`src/rtl/spi_seq_pkg.sv`:
```
package spi_seq_pkg;
   localparam int REG_AW = 4;

   localparam logic [REG_AW-1:0] A_TXH  = 4'd0;
   localparam logic [REG_AW-1:0] A_TXL  = 4'd1;
   localparam logic [REG_AW-1:0] A_RXH  = 4'd2;
   localparam logic [REG_AW-1:0] A_RXL  = 4'd3;
   localparam logic [REG_AW-1:0] A_CTRL = 4'd4;
   localparam logic [REG_AW-1:0] A_SREQ = 4'd5;
   localparam logic [REG_AW-1:0] A_AUTO = 4'd6;
   localparam logic [REG_AW-1:0] A_IEN  = 4'd7;
   localparam logic [REG_AW-1:0] A_ICLR = 4'd8;
   localparam logic [REG_AW-1:0] A_IRAW = 4'd9;
   localparam logic [REG_AW-1:0] A_IMSK = 4'd10;

   // event bit positions in the status registers (index 0 = transmit)
   localparam int EVT_LSB = 8;
   localparam int EVT_MSB = 9;
   localparam int NUM_CH  = 2;

   typedef struct packed {
      logic dma;
      logic dual;
      logic wire3;
      logic tx;
      logic rx;
   } ctrl_t;
endpackage

```
`src/rtl/spi_seq_chan.sv`:
```
module spi_seq_chan #(
   parameter int LEN_W   = 20,
   parameter int FRAG    = 8,
   parameter bit RX_SIDE = 1'b0
) (
   input  logic             clk_i,
   input  logic             rst_ni,
   input  logic             load_i,
   input  logic [LEN_W-1:0] load_val_i,
   input  logic             clear_i,
   input  logic             word_i,
   input  logic             dma_en_i,
   output logic             run_o,
   output logic             end_o,
   output logic             dma_req_o
);
   localparam int FRAG_W = (FRAG > 1) ? $clog2(FRAG) : 1;

   if (FRAG < 1) begin : g_bad_frag
      $error("spi_seq_chan: FRAG must be at least 1");
   end
   if (LEN_W < 2) begin : g_bad_len
      $error("spi_seq_chan: LEN_W must be at least 2");
   end

   logic [LEN_W-1:0]  cnt_q;
   logic [FRAG_W-1:0] frag_q;
   logic              req_q;
   logic              req_d;
   logic              word_ok;
   logic              last_w;
   logic              frag_wrap;

   assign word_ok   = word_i && (cnt_q != '0) && !load_i && !clear_i;
   assign last_w    = (cnt_q == LEN_W'(1));
   assign frag_wrap = (frag_q == FRAG_W'(FRAG - 1));

   if (RX_SIDE) begin : g_rx_req
      assign req_d = dma_en_i && word_ok && (frag_wrap || last_w);
   end else begin : g_tx_req
      assign req_d = dma_en_i &&
                     ((load_i && !clear_i && (load_val_i != '0)) ||
                      (word_ok && !last_w && frag_wrap));
   end

   always_ff @(posedge clk_i or negedge rst_ni) begin
      if (!rst_ni) begin
         cnt_q  <= '0;
         frag_q <= '0;
         req_q  <= 1'b0;
      end else begin
         req_q <= req_d;
         if (clear_i) begin
            cnt_q  <= '0;
            frag_q <= '0;
         end else if (load_i) begin
            cnt_q  <= load_val_i;
            frag_q <= '0;
         end else if (word_ok) begin
            cnt_q  <= cnt_q - LEN_W'(1);
            frag_q <= frag_wrap ? '0 : frag_q + FRAG_W'(1);
         end
      end
   end

   assign run_o     = (cnt_q != '0);
   assign end_o     = word_ok && last_w;
   assign dma_req_o = req_q;

   a_r8_floor: assert property (@(posedge clk_i) disable iff (!rst_ni)
      (cnt_q == '0 && !load_i) |=> (cnt_q == '0));
   a_r5_end_empties: assert property (@(posedge clk_i) disable iff (!rst_ni)
      end_o |=> (cnt_q == '0));
   a_r1_reload: assert property (@(posedge clk_i) disable iff (!rst_ni)
      (load_i && !clear_i) |=> (cnt_q == $past(load_val_i)));
   a_r9_req_needs_dma: assert property (@(posedge clk_i) disable iff (!rst_ni)
      dma_req_o |-> $past(dma_en_i));
endmodule

```
`src/rtl/spi_seq_irq.sv`:
```
module spi_seq_irq #(
   parameter int NEV = 2
) (
   input  logic           clk_i,
   input  logic           rst_ni,
   input  logic [NEV-1:0] set_i,
   input  logic [NEV-1:0] clr_i,
   input  logic [NEV-1:0] en_i,
   output logic [NEV-1:0] raw_o,
   output logic [NEV-1:0] masked_o,
   output logic           irq_o
);
   if (NEV < 1) begin : g_bad_nev
      $error("spi_seq_irq: NEV must be at least 1");
   end

   logic [NEV-1:0] raw_q;

   always_ff @(posedge clk_i or negedge rst_ni) begin
      if (!rst_ni) raw_q <= '0;
      else         raw_q <= (raw_q & ~clr_i) | set_i;
   end

   assign raw_o    = raw_q;
   assign masked_o = raw_q & en_i;
   assign irq_o    = |masked_o;

   a_r6_set_wins: assert property (@(posedge clk_i) disable iff (!rst_ni)
      (set_i != '0) |=> ((raw_q & $past(set_i)) == $past(set_i)));
   a_r6_clear: assert property (@(posedge clk_i) disable iff (!rst_ni)
      ((clr_i & ~set_i) != '0) |=> ((raw_q & $past(clr_i & ~set_i)) == '0));
endmodule

```
`src/rtl/spi_xfer_seq.sv`:
```
module spi_xfer_seq
   import spi_seq_pkg::*;
#(
   parameter int LEN_HI_W = 4,
   parameter int LEN_LO_W = 16,
   parameter int AUTO_W   = 9,
   parameter int FRAG     = 8,
   parameter int DATA_W   = 32
) (
   input  logic              clk_i,
   input  logic              rst_ni,
   input  logic              bus_we_i,
   input  logic [REG_AW-1:0] bus_addr_i,
   input  logic [DATA_W-1:0] bus_wdata_i,
   output logic [DATA_W-1:0] bus_rdata_o,
   input  logic              eng_tx_word_i,
   input  logic              eng_rx_word_i,
   output logic              eng_start_o,
   output logic              eng_tx_run_o,
   output logic              eng_rx_run_o,
   output logic              eng_self_clk_o,
   output logic              dma_tx_req_o,
   output logic              dma_rx_req_o,
   output logic              irq_o
);
   localparam int LEN_W = LEN_HI_W + LEN_LO_W;

   if (DATA_W < LEN_LO_W || DATA_W <= EVT_MSB || DATA_W <= AUTO_W) begin : g_bad_data
      $error("spi_xfer_seq: DATA_W too narrow for the register fields");
   end
   if (AUTO_W > LEN_W) begin : g_bad_auto
      $error("spi_xfer_seq: AUTO_W must not exceed the length width");
   end

   logic [LEN_HI_W-1:0] txh_q, rxh_q;
   logic [LEN_LO_W-1:0] txl_q, rxl_q;
   ctrl_t               ctrl_q;
   logic [AUTO_W-1:0]   auto_cnt_q;
   logic                auto_go_q;
   logic [NUM_CH-1:0]   ien_q;
   logic                start_q;

   logic wr_ctrl, wr_sreq, wr_auto, wr_clr;
   ctrl_t new_ctrl;
   logic new_sw, cur_sw, go_idle, auto_load, dma_eff;

   logic [NUM_CH-1:0]             ch_load, ch_word, ch_run, ch_end, ch_req;
   logic [NUM_CH-1:0][LEN_W-1:0]  ch_val;
   logic [NUM_CH-1:0]             raw_w, msk_w, clr_w;
   wire                           unused_wdata = ^bus_wdata_i;

   assign wr_ctrl  = bus_we_i && (bus_addr_i == A_CTRL);
   assign wr_sreq  = bus_we_i && (bus_addr_i == A_SREQ);
   assign wr_auto  = bus_we_i && (bus_addr_i == A_AUTO);
   assign wr_clr   = bus_we_i && (bus_addr_i == A_ICLR);
   assign new_ctrl = ctrl_t'(bus_wdata_i[4:0]);
   assign new_sw   = new_ctrl.wire3 || new_ctrl.dual;
   assign cur_sw   = ctrl_q.wire3 || ctrl_q.dual;
   assign go_idle  = wr_ctrl && !new_ctrl.tx && !new_ctrl.rx;
   assign dma_eff  = wr_ctrl ? new_ctrl.dma : ctrl_q.dma;

   assign auto_load = wr_auto && bus_wdata_i[AUTO_W] && !auto_go_q &&
                      ctrl_q.rx && !ctrl_q.tx && !cur_sw;

   assign ch_load[0] = (wr_ctrl && !new_sw && new_ctrl.tx) ||
                       (wr_sreq && cur_sw && ctrl_q.tx && bus_wdata_i[1]);
   assign ch_load[1] = (wr_ctrl && !new_sw && new_ctrl.rx) ||
                       (wr_sreq && cur_sw && ctrl_q.rx && bus_wdata_i[0]) ||
                       auto_load;
   assign ch_val[0]  = {txh_q, txl_q};
   assign ch_val[1]  = auto_load ? LEN_W'(bus_wdata_i[AUTO_W-1:0]) : {rxh_q, rxl_q};
   assign ch_word[0] = eng_tx_word_i;
   assign ch_word[1] = eng_rx_word_i;

   always_ff @(posedge clk_i or negedge rst_ni) begin
      if (!rst_ni) begin
         txh_q      <= '0;
         txl_q      <= '0;
         rxh_q      <= '0;
         rxl_q      <= '0;
         ctrl_q     <= '0;
         auto_cnt_q <= '0;
         auto_go_q  <= 1'b0;
         ien_q      <= '0;
         start_q    <= 1'b0;
      end else begin
         start_q <= |ch_load;
         if (bus_we_i) begin
            case (bus_addr_i)
               A_TXH:   txh_q  <= bus_wdata_i[LEN_HI_W-1:0];
               A_TXL:   txl_q  <= bus_wdata_i[LEN_LO_W-1:0];
               A_RXH:   rxh_q  <= bus_wdata_i[LEN_HI_W-1:0];
               A_RXL:   rxl_q  <= bus_wdata_i[LEN_LO_W-1:0];
               A_CTRL:  ctrl_q <= new_ctrl;
               A_AUTO: begin
                  auto_cnt_q <= bus_wdata_i[AUTO_W-1:0];
                  auto_go_q  <= bus_wdata_i[AUTO_W];
               end
               A_IEN:   ien_q  <= bus_wdata_i[EVT_MSB:EVT_LSB];
               default: ;
            endcase
         end
      end
   end

   for (genvar gi = 0; gi < NUM_CH; gi++) begin : g_ch
      spi_seq_chan #(
         .LEN_W   (LEN_W),
         .FRAG    (FRAG),
         .RX_SIDE (gi == 1)
      ) i_chan (
         .clk_i      (clk_i),
         .rst_ni     (rst_ni),
         .load_i     (ch_load[gi]),
         .load_val_i (ch_val[gi]),
         .clear_i    (go_idle),
         .word_i     (ch_word[gi]),
         .dma_en_i   (dma_eff),
         .run_o      (ch_run[gi]),
         .end_o      (ch_end[gi]),
         .dma_req_o  (ch_req[gi])
      );
   end

   assign clr_w = wr_clr ? bus_wdata_i[EVT_MSB:EVT_LSB] : '0;

   spi_seq_irq #(.NEV(NUM_CH)) i_irq (
      .clk_i    (clk_i),
      .rst_ni   (rst_ni),
      .set_i    (ch_end),
      .clr_i    (clr_w),
      .en_i     (ien_q),
      .raw_o    (raw_w),
      .masked_o (msk_w),
      .irq_o    (irq_o)
   );

   always_comb begin
      bus_rdata_o = '0;
      case (bus_addr_i)
         A_TXH:   bus_rdata_o = DATA_W'(txh_q);
         A_TXL:   bus_rdata_o = DATA_W'(txl_q);
         A_RXH:   bus_rdata_o = DATA_W'(rxh_q);
         A_RXL:   bus_rdata_o = DATA_W'(rxl_q);
         A_CTRL:  bus_rdata_o = DATA_W'(ctrl_q);
         A_AUTO:  bus_rdata_o = DATA_W'({auto_go_q, auto_cnt_q});
         A_IEN:   bus_rdata_o = DATA_W'(ien_q) << EVT_LSB;
         A_IRAW:  bus_rdata_o = DATA_W'(raw_w) << EVT_LSB;
         A_IMSK:  bus_rdata_o = DATA_W'(msk_w) << EVT_LSB;
         default: bus_rdata_o = '0;
      endcase
   end

   assign eng_start_o    = start_q;
   assign eng_tx_run_o   = ch_run[0];
   assign eng_rx_run_o   = ch_run[1];
   assign eng_self_clk_o = auto_go_q && ch_run[1];
   assign dma_tx_req_o   = ch_req[0];
   assign dma_rx_req_o   = ch_req[1];

   a_r2_idle: assert property (@(posedge clk_i) disable iff (!rst_ni)
      go_idle |=> (!eng_tx_run_o && !eng_rx_run_o));
   a_r3_no_direct_start: assert property (@(posedge clk_i) disable iff (!rst_ni)
      (bus_we_i && bus_addr_i == A_CTRL && (bus_wdata_i[2] || bus_wdata_i[3]))
      |=> !eng_start_o);
   a_r7_irq_off_when_disabled: assert property (@(posedge clk_i) disable iff (!rst_ni)
      (ien_q == '0) |-> !irq_o);
endmodule

```
`config.mk`:
```
export PLATFORM = sky130hd
export DESIGN_NAME = spi_xfer_seq
export DESIGN_NICKNAME = d
export VERILOG_FILES = /design/src/rtl/spi_seq_pkg.sv /design/src/rtl/spi_seq_chan.sv /design/src/rtl/spi_seq_irq.sv /design/src/rtl/spi_xfer_seq.sv
export SDC_FILE = /design/constraint.sdc
export NUM_CORES = 1
export LEC_CHECK = 0
export BUFFER_PORTS_ARGS = -buffer_cell sky130_fd_sc_hd__clkbuf_2
export CAP_MARGIN = 30
export CORE_ASPECT_RATIO = 2
export CORE_UTILIZATION = 50
export DETAILED_ROUTE_END_ITERATION = 8
export GPL_ROUTABILITY_DRIVEN = 1
export GPL_TIMING_DRIVEN = 1
export MAX_ROUTING_LAYER = met4
export PLACE_DENSITY = 0.74
export SLEW_MARGIN = 0
export SYNTH_ARGS = -nofsm -noshare
export SYNTH_HDL_FRONTEND = slang
export SYNTH_SLANG_ARGS = --single-unit
```
`constraint.sdc`:
```
create_clock -name clk_i -period 2.4 [get_ports clk_i]
set_input_delay 0.24 -clock clk_i [delete_from_list [all_inputs] [get_ports clk_i]]
set_output_delay 0.24 -clock clk_i [all_outputs]
set_load 0.03 [all_outputs]
```
Word-level counts from Yosys, hierarchy flattened --
Cells that the tools add are included.
Word-level totals: output and inout bits 39, input bits 41, word-level logic and storage cells 127, flip-flop bits (word level) 108
Cells by class: muxes and demuxes 18, reduce and logical (&&, ||, !) cells 67, bitwise gates (word level) 4, equal/unequal tests 14, $add $sub $neg 4
Operator list (count):
- $pmux W16 S9 | 1
- $mux W20 | 7
- $reduce_bool A20 Y1 | 3
- $eq A20 B1 Y1 const B | 2
- $sub A20 B1 Y20 const B | 2
- $logic_and A1 B1 Y1 | 35
- $mux W3 | 8
- $eq A4 B3 Y1 const B | 4
- $reduce_and A2 Y1 | 7
- $eq A4 B4 Y1 const B | 3
- $logic_not A1 Y1 | 10
- $eq A4 B2 Y1 const B | 2
- $logic_or A1 B1 Y1 | 7
- $add A3 B1 Y3 const B | 2
- $eq A3 B3 Y1 const B | 2
- $reduce_bool A3 Y1 | 2
- $and A2 B2 Y2 | 2
- $eq A4 B1 Y1 const B | 1
- $logic_not A4 Y1 | 1
- $reduce_or A2 Y1 | 2
- $mux W2 | 1
- $not A2 Y2 | 1
- $or A2 B2 Y2 | 1
- $mux W1 | 1

Longest topological paths before layout --
depth after elaboration 14, depth in mapped cells 10, mapped depth without buffers 8

Cells and area by module --
Synthesis repeated with hierarchy kept, for this count alone.
Second synthesis, totals: cells, all modules 644, area total of the unflattened synthesis 6739.0 µm²
By module, submodules not included:
- spi_xfer_seq | instances 1, area an instance 3210.6 µm², seq. area each 1451.4 µm², cells each 263
- spi_seq_chan (g_ch[0].i_chan) | instances 1, area an instance 1786.7 µm², seq. area each 600.6 µm², cells each 201
- spi_seq_chan (g_ch[1].i_chan) | instances 1, area an instance 1645.3 µm², seq. area each 600.6 µm², cells each 171
- spi_seq_irq | instances 1, area an instance 96.3 µm², seq. area each 50.0 µm², cells each 9

Least setup slack after synthesis --
Ideal clock, no wire load.
path kind flip-flop to flip-flop, start reg g_ch[1].i_chan.cnt_q[12], end reg g_ch[1].i_chan.cnt_q[14], library setup time 95 ps, setup slack -163 ps, cell stages (with the launch flop) 7, arrival 2468 ps, period minus slack after synthesis 2563 ps, path buffers 0, data required time 2305 ps, cells stage by stage dfrtp_1 > or4_4 > or4_4 > or3_2 > nor4b_1 > xnor2_1 > a211oi_1
Between the ends: cells in the longest elaborated chain, start to end 5, elaborated cells between the ends (all ways) 9, those cells by class add/sub: 1; mux: 3; reduce/logical: 5
Ends and longest elaborated chain:
- start: declaration | line spi_seq_chan.sv:26 | logic [LEN_W-1:0] cnt_q;
- start signal: assignment | line spi_seq_chan.sv:57 | cnt_q <= load_val_i;
- start signal: assignment | line spi_seq_chan.sv:60 | cnt_q <= cnt_q - LEN_W'(1);
- $reduce_bool A20 Y1
- via eng_rx_run_o | line spi_xfer_seq.sv:20 | output logic eng_rx_run_o,
- $logic_and A1 B1 Y1 (3 in series) | line spi_seq_chan.sv:34 | assign word_ok = word_i && (cnt_q != '0) && !load_i && !clear_i;
- $reduce_bool A3 Y1 (no source line)
The timed path passes the listed nets, and every way through them passes these cells. The select of a mux whose other input is x is not followed. A chain may end at the register's enable or synchronous reset.

Final worst setup path --
start reg g_ch[1].i_chan.cnt_q[12], end out eng_self_clk_o
Between the ends: cells in the longest elaborated chain, start to end 2
Ends and longest elaborated chain:
- $reduce_bool A20 Y1 | line spi_seq_chan.sv:66 | assign run_o = (cnt_q != '0);
- $logic_and A1 B1 Y1 | line spi_xfer_seq.sv:157 | assign eng_self_clk_o = auto_go_q && ch_run[1];
- end: declaration | line spi_xfer_seq.sv:21 | output logic eng_self_clk_o,
No other way between the ends.

==> results.md <==
- Max-slew headroom at the worst pin: 0.629
- R2R Path Start: g_ch[1].i_chan.cnt_q[12]
- DP Cell Count: a little under 800
- Clock-pin slew of the registers on the worst-case setup and hold paths: around 0.07 ns
- Final Cell Area: 7160 µm²
- RSZ-0062 raised after global routing: yes
- Final setup fails: 18
- Layout cells sized above 1: 0.331
- Vias in the first global route: 5237
- Syn avg cell area: 10.2 µm²
- IO buf count: 47
- Status: finished with violations
- Fin Hold WS: 0.147 ns
- Synth Area in Adders: 0.0189
- Total track usage: 0.295
- Pwr dens: about 950 nW/µm²
- Top-Level Pins: 80
- Period Utilization, post-route: 1.10
- Reg2Reg Setup Slack: -0.22 ns
- First-pass GRT wire length: between 20000 and 30000 µm
- Overflow after GRT: 0
- DRC: 0
- DRT antenna net count: 0
- Initial antenna violation count: 0
- CTS H-tree depth: 3
- Leak: between 3 and 4 nW
- Clock root buffer: clkbuf_16
- EDFF count, synth: 0
- Crit path launch type: register
- R2r endpoint: g_ch[1].i_chan.cnt_q[10]
- DRT Wirelength: 17300 µm
- Yosys cell types: 63
- Area delta synth->final: 20.2%
- Drt pass-1 iters: 5
- Nets: 726
- Pre-CTS WS: -0.0552 ns
- Worst-Skew Late Latency: about 0.34 ns
- Post-synthesis xor/xnor area fraction: 0.0294
- Commonest non-fill, non-tap cells in the layout: dfrtp_1, mux2_2, nor2_1, buf_4, nand2_1
- Post-synth ARST share: 1.00
- Mapped Area: just under 6000 µm²
- Die Y: 156 µm
- Total power: between 6 and 7 mW
- #FFs+latches synth: around 110
- Gr busiest metal: met2
- Met2 Use GR: 0.538
- Skew final: 0.00876 ns
- Met1 usage: 0.288
- CORE AREA: roughly 12000 µm²
- Crit-path cells: or4_4, or4_4, or3_4, and2_4, buf_8
- Largest net degree at the start of global routing: 71
- Mux cell area share after synthesis: 0.139
- Critical Path RT: 2.16 ns
- Largest family of logic cells by synthesized area: simple AND/OR/NAND/NOR gates
- Worst slew pin tran: between 0.5 and 0.6 ns
- Max Freq: approximately 0.38 GHz
- Top_reg_cell synth: dfrtp_1
- Most common cell after layout, fill and taps aside: dfrtp_1
- Peak VDD IR: 0.477 mV
- Synth Area in Simple Gates: 0.176
- Wire per inst: 20.9 µm
- CTS sink cnt: 108
- Crit-path slowest cell: or4_4
- Failing checks: negative setup slack
- Met3 usage: 0.0292
- Max-slew violations: 0
- CTS tree: built
- Setup crit end: eng_self_clk_o
- CP Capture Type: output pin
- Reg2Reg Depth: 8
- Worst setup margin: -0.230 ns
- Row Count: 56
- Final Non-Filler Cells: 825
- Crit-path most repeated cell: or4_4
- TritonCTS Buffers: 9
- Drt first-iter violations: between 400 and 500
- Crit path max fanout: 2
- Post-synthesis cell count: a little under 600
- Hold Crit Class: primary input to register
- Arrival time worst endpoint: approximately 2.4 ns
- CTS Buffer Depth: 2
- Placed cell areas: ~6600 µm²
- DR vias: 5123
- Max-Cap Viols: 0
- Global placement routability congestion: around 0.97
- Hold violation total from the final report: 0
- Ys Warns: 0
- Vias per std cell: 6.21
- Half-perimeter wire length after placement: 13000 µm
- Type of the worst setup path: register to output pin
- Min cycle time layout: 2.63 ns
- CP startpoint: g_ch[1].i_chan.cnt_q[12]
- Post-synthesis compound-gate area fraction: 0.134
- Antenna Cells: 0
- Die ar.: 12400 µm²
- Post-synthesis sequential area ratio: 0.454
- Starting Density: 0.512
- Die Wd: 79.2 µm
- Crit-path max cell delay: 0.55 ns
cells by family after synthesis:
| logic type | count (synthesis) |
|---|---|
| other | 1 |
| multiplexers | 72 |
| buffers and inverters | 56 |
| adder cells (fa/ha/maj) | 9 |
| flip-flops | 108 |
| XOR/XNOR | 20 |
| AO/OA/AOI/OAI | 111 |
| AND/OR/NAND/NOR | 206 |
worst min-delay path by stage:
stage                     from                       end  cells past startpoint
2_1_floorplan           rst_ni             auto_cnt_q[0]                      0
3_3_place_gp            rst_ni   g_ch[0].i_chan.cnt_q[8]                      1
3_5_place_dp            rst_ni  g_ch[0].i_chan.cnt_q[11]                      1
4_1_cts        bus_wdata_i[12]                 rxl_q[12]                      2
5_1_grt        bus_wdata_i[12]                 rxl_q[12]                      2
6_report       bus_wdata_i[11]                 rxl_q[11]                      2
registers in the layout, summed over array words and instances, names as in the netlist:
signal	cells
ctrl_q	5
auto_go_q	1
i_irq.raw_o	2
g_ch.i_chan.frag_q	6
txl_q	16
g_ch.i_chan.cnt_q	40
rxh_q	4
eng_start_o	1
auto_cnt_q	9
txh_q	4
g_ch.i_chan.dma_req_o	2
ien_q	2
rxl_q	16
where the power goes:
part	switching (mW)	total (mW)	internal (mW)	leakage, nW
logic	1.15	2.32	1.17	1.69
registers	0.627	3.04	2.41	1.34
clock network	0.662	1.47	0.804	0.138
worst max-delay path: cells and delay by family, from the launching register on:
| kind | cells | cell delay [ns] |
|---|---|---|
| simple gates | 4 | 1.53 |
| flops | 1 | 0.39 |
| buf+inv | 1 | 0.13 |
Yosys cell counts (3+ instances only):
cell type / number / area (µm²)
or2_2: 3 / 18.8
a211oi_1: 16 / 120
nor3_1: 18 / 90.1
dfrtp_1: 108 / 2700
and2_1: 4 / 25.0
a21oi_1: 15 / 75.1
buf_4: 17 / 128
and3_1: 4 / 25.0
or4_4: 3 / 33.8
o211ai_1: 5 / 37.5
nor4_1: 19 / 119
nor2_1: 58 / 218
or4_1: 6 / 45.0
o21ai_0: 20 / 100
a222oi_1: 3 / 30.0
a22o_1: 9 / 78.8
mux2i_1: 11 / 110
o31ai_1: 11 / 82.6
o22a_1: 4 / 35.0
nand4_1: 5 / 31.3
xnor2_1: 17 / 149
ha_1: 9 / 113
nor2b_1: 6 / 37.5
mux4_2: 3 / 67.6
clkbuf_1: 21 / 78.8
nand2_1: 47 / 176
mux2_2: 58 / 653
a31oi_1: 7 / 43.8
or3_1: 6 / 37.5
buf_1: 3 / 11.3
nand3_1: 11 / 55.1
a311oi_1: 4 / 35.0
inv_1: 12 / 45.0
nor3b_1: 3 / 22.5
xor2_1: 3 / 26.3
timing repair:
action / in CTS / in global routing
buffers inserted: 6 / 9
pin swaps: 4 / 14
gates cloned: 1 / 0
hold endpoints to repair: 38 / 0
gates resized for setup: 18 / 30
endpoints found under the setup margin: 14 / 37
hold buffers: 1 / 0
layout make-up:
class,count,area [µm²]
clock buffer,9,225
clock inverter,6,63.8
fill,969,4470
inverter,12,45.0
multi-input combinational,434,3170
sequential,108,2700
tap,145,181
timing repair buffer,111,779
through the flow:
| stage | utilization | TNS (ns) |
|---|---|---|
| 4_1_cts | 0.601 | -2.17 |
| 5_1_grt | 0.616 | -3.33 |
| 2_1_floorplan | - | 0 |
| 3_3_place_gp | 0.566 | -0.00968 |
| 3_5_place_dp | 0.566 | -0.163 |
| 6_report | 0.616 | -2.01 |
per-layer routing:
layer,vias to the layer above,share of wire
li1,2303,-
met1,2579,0.34
met2,179,0.57
met3,62,0.029
met4,0,0.061
met5,-,0
Note: power is estimated with default switching activity, not from simulation.
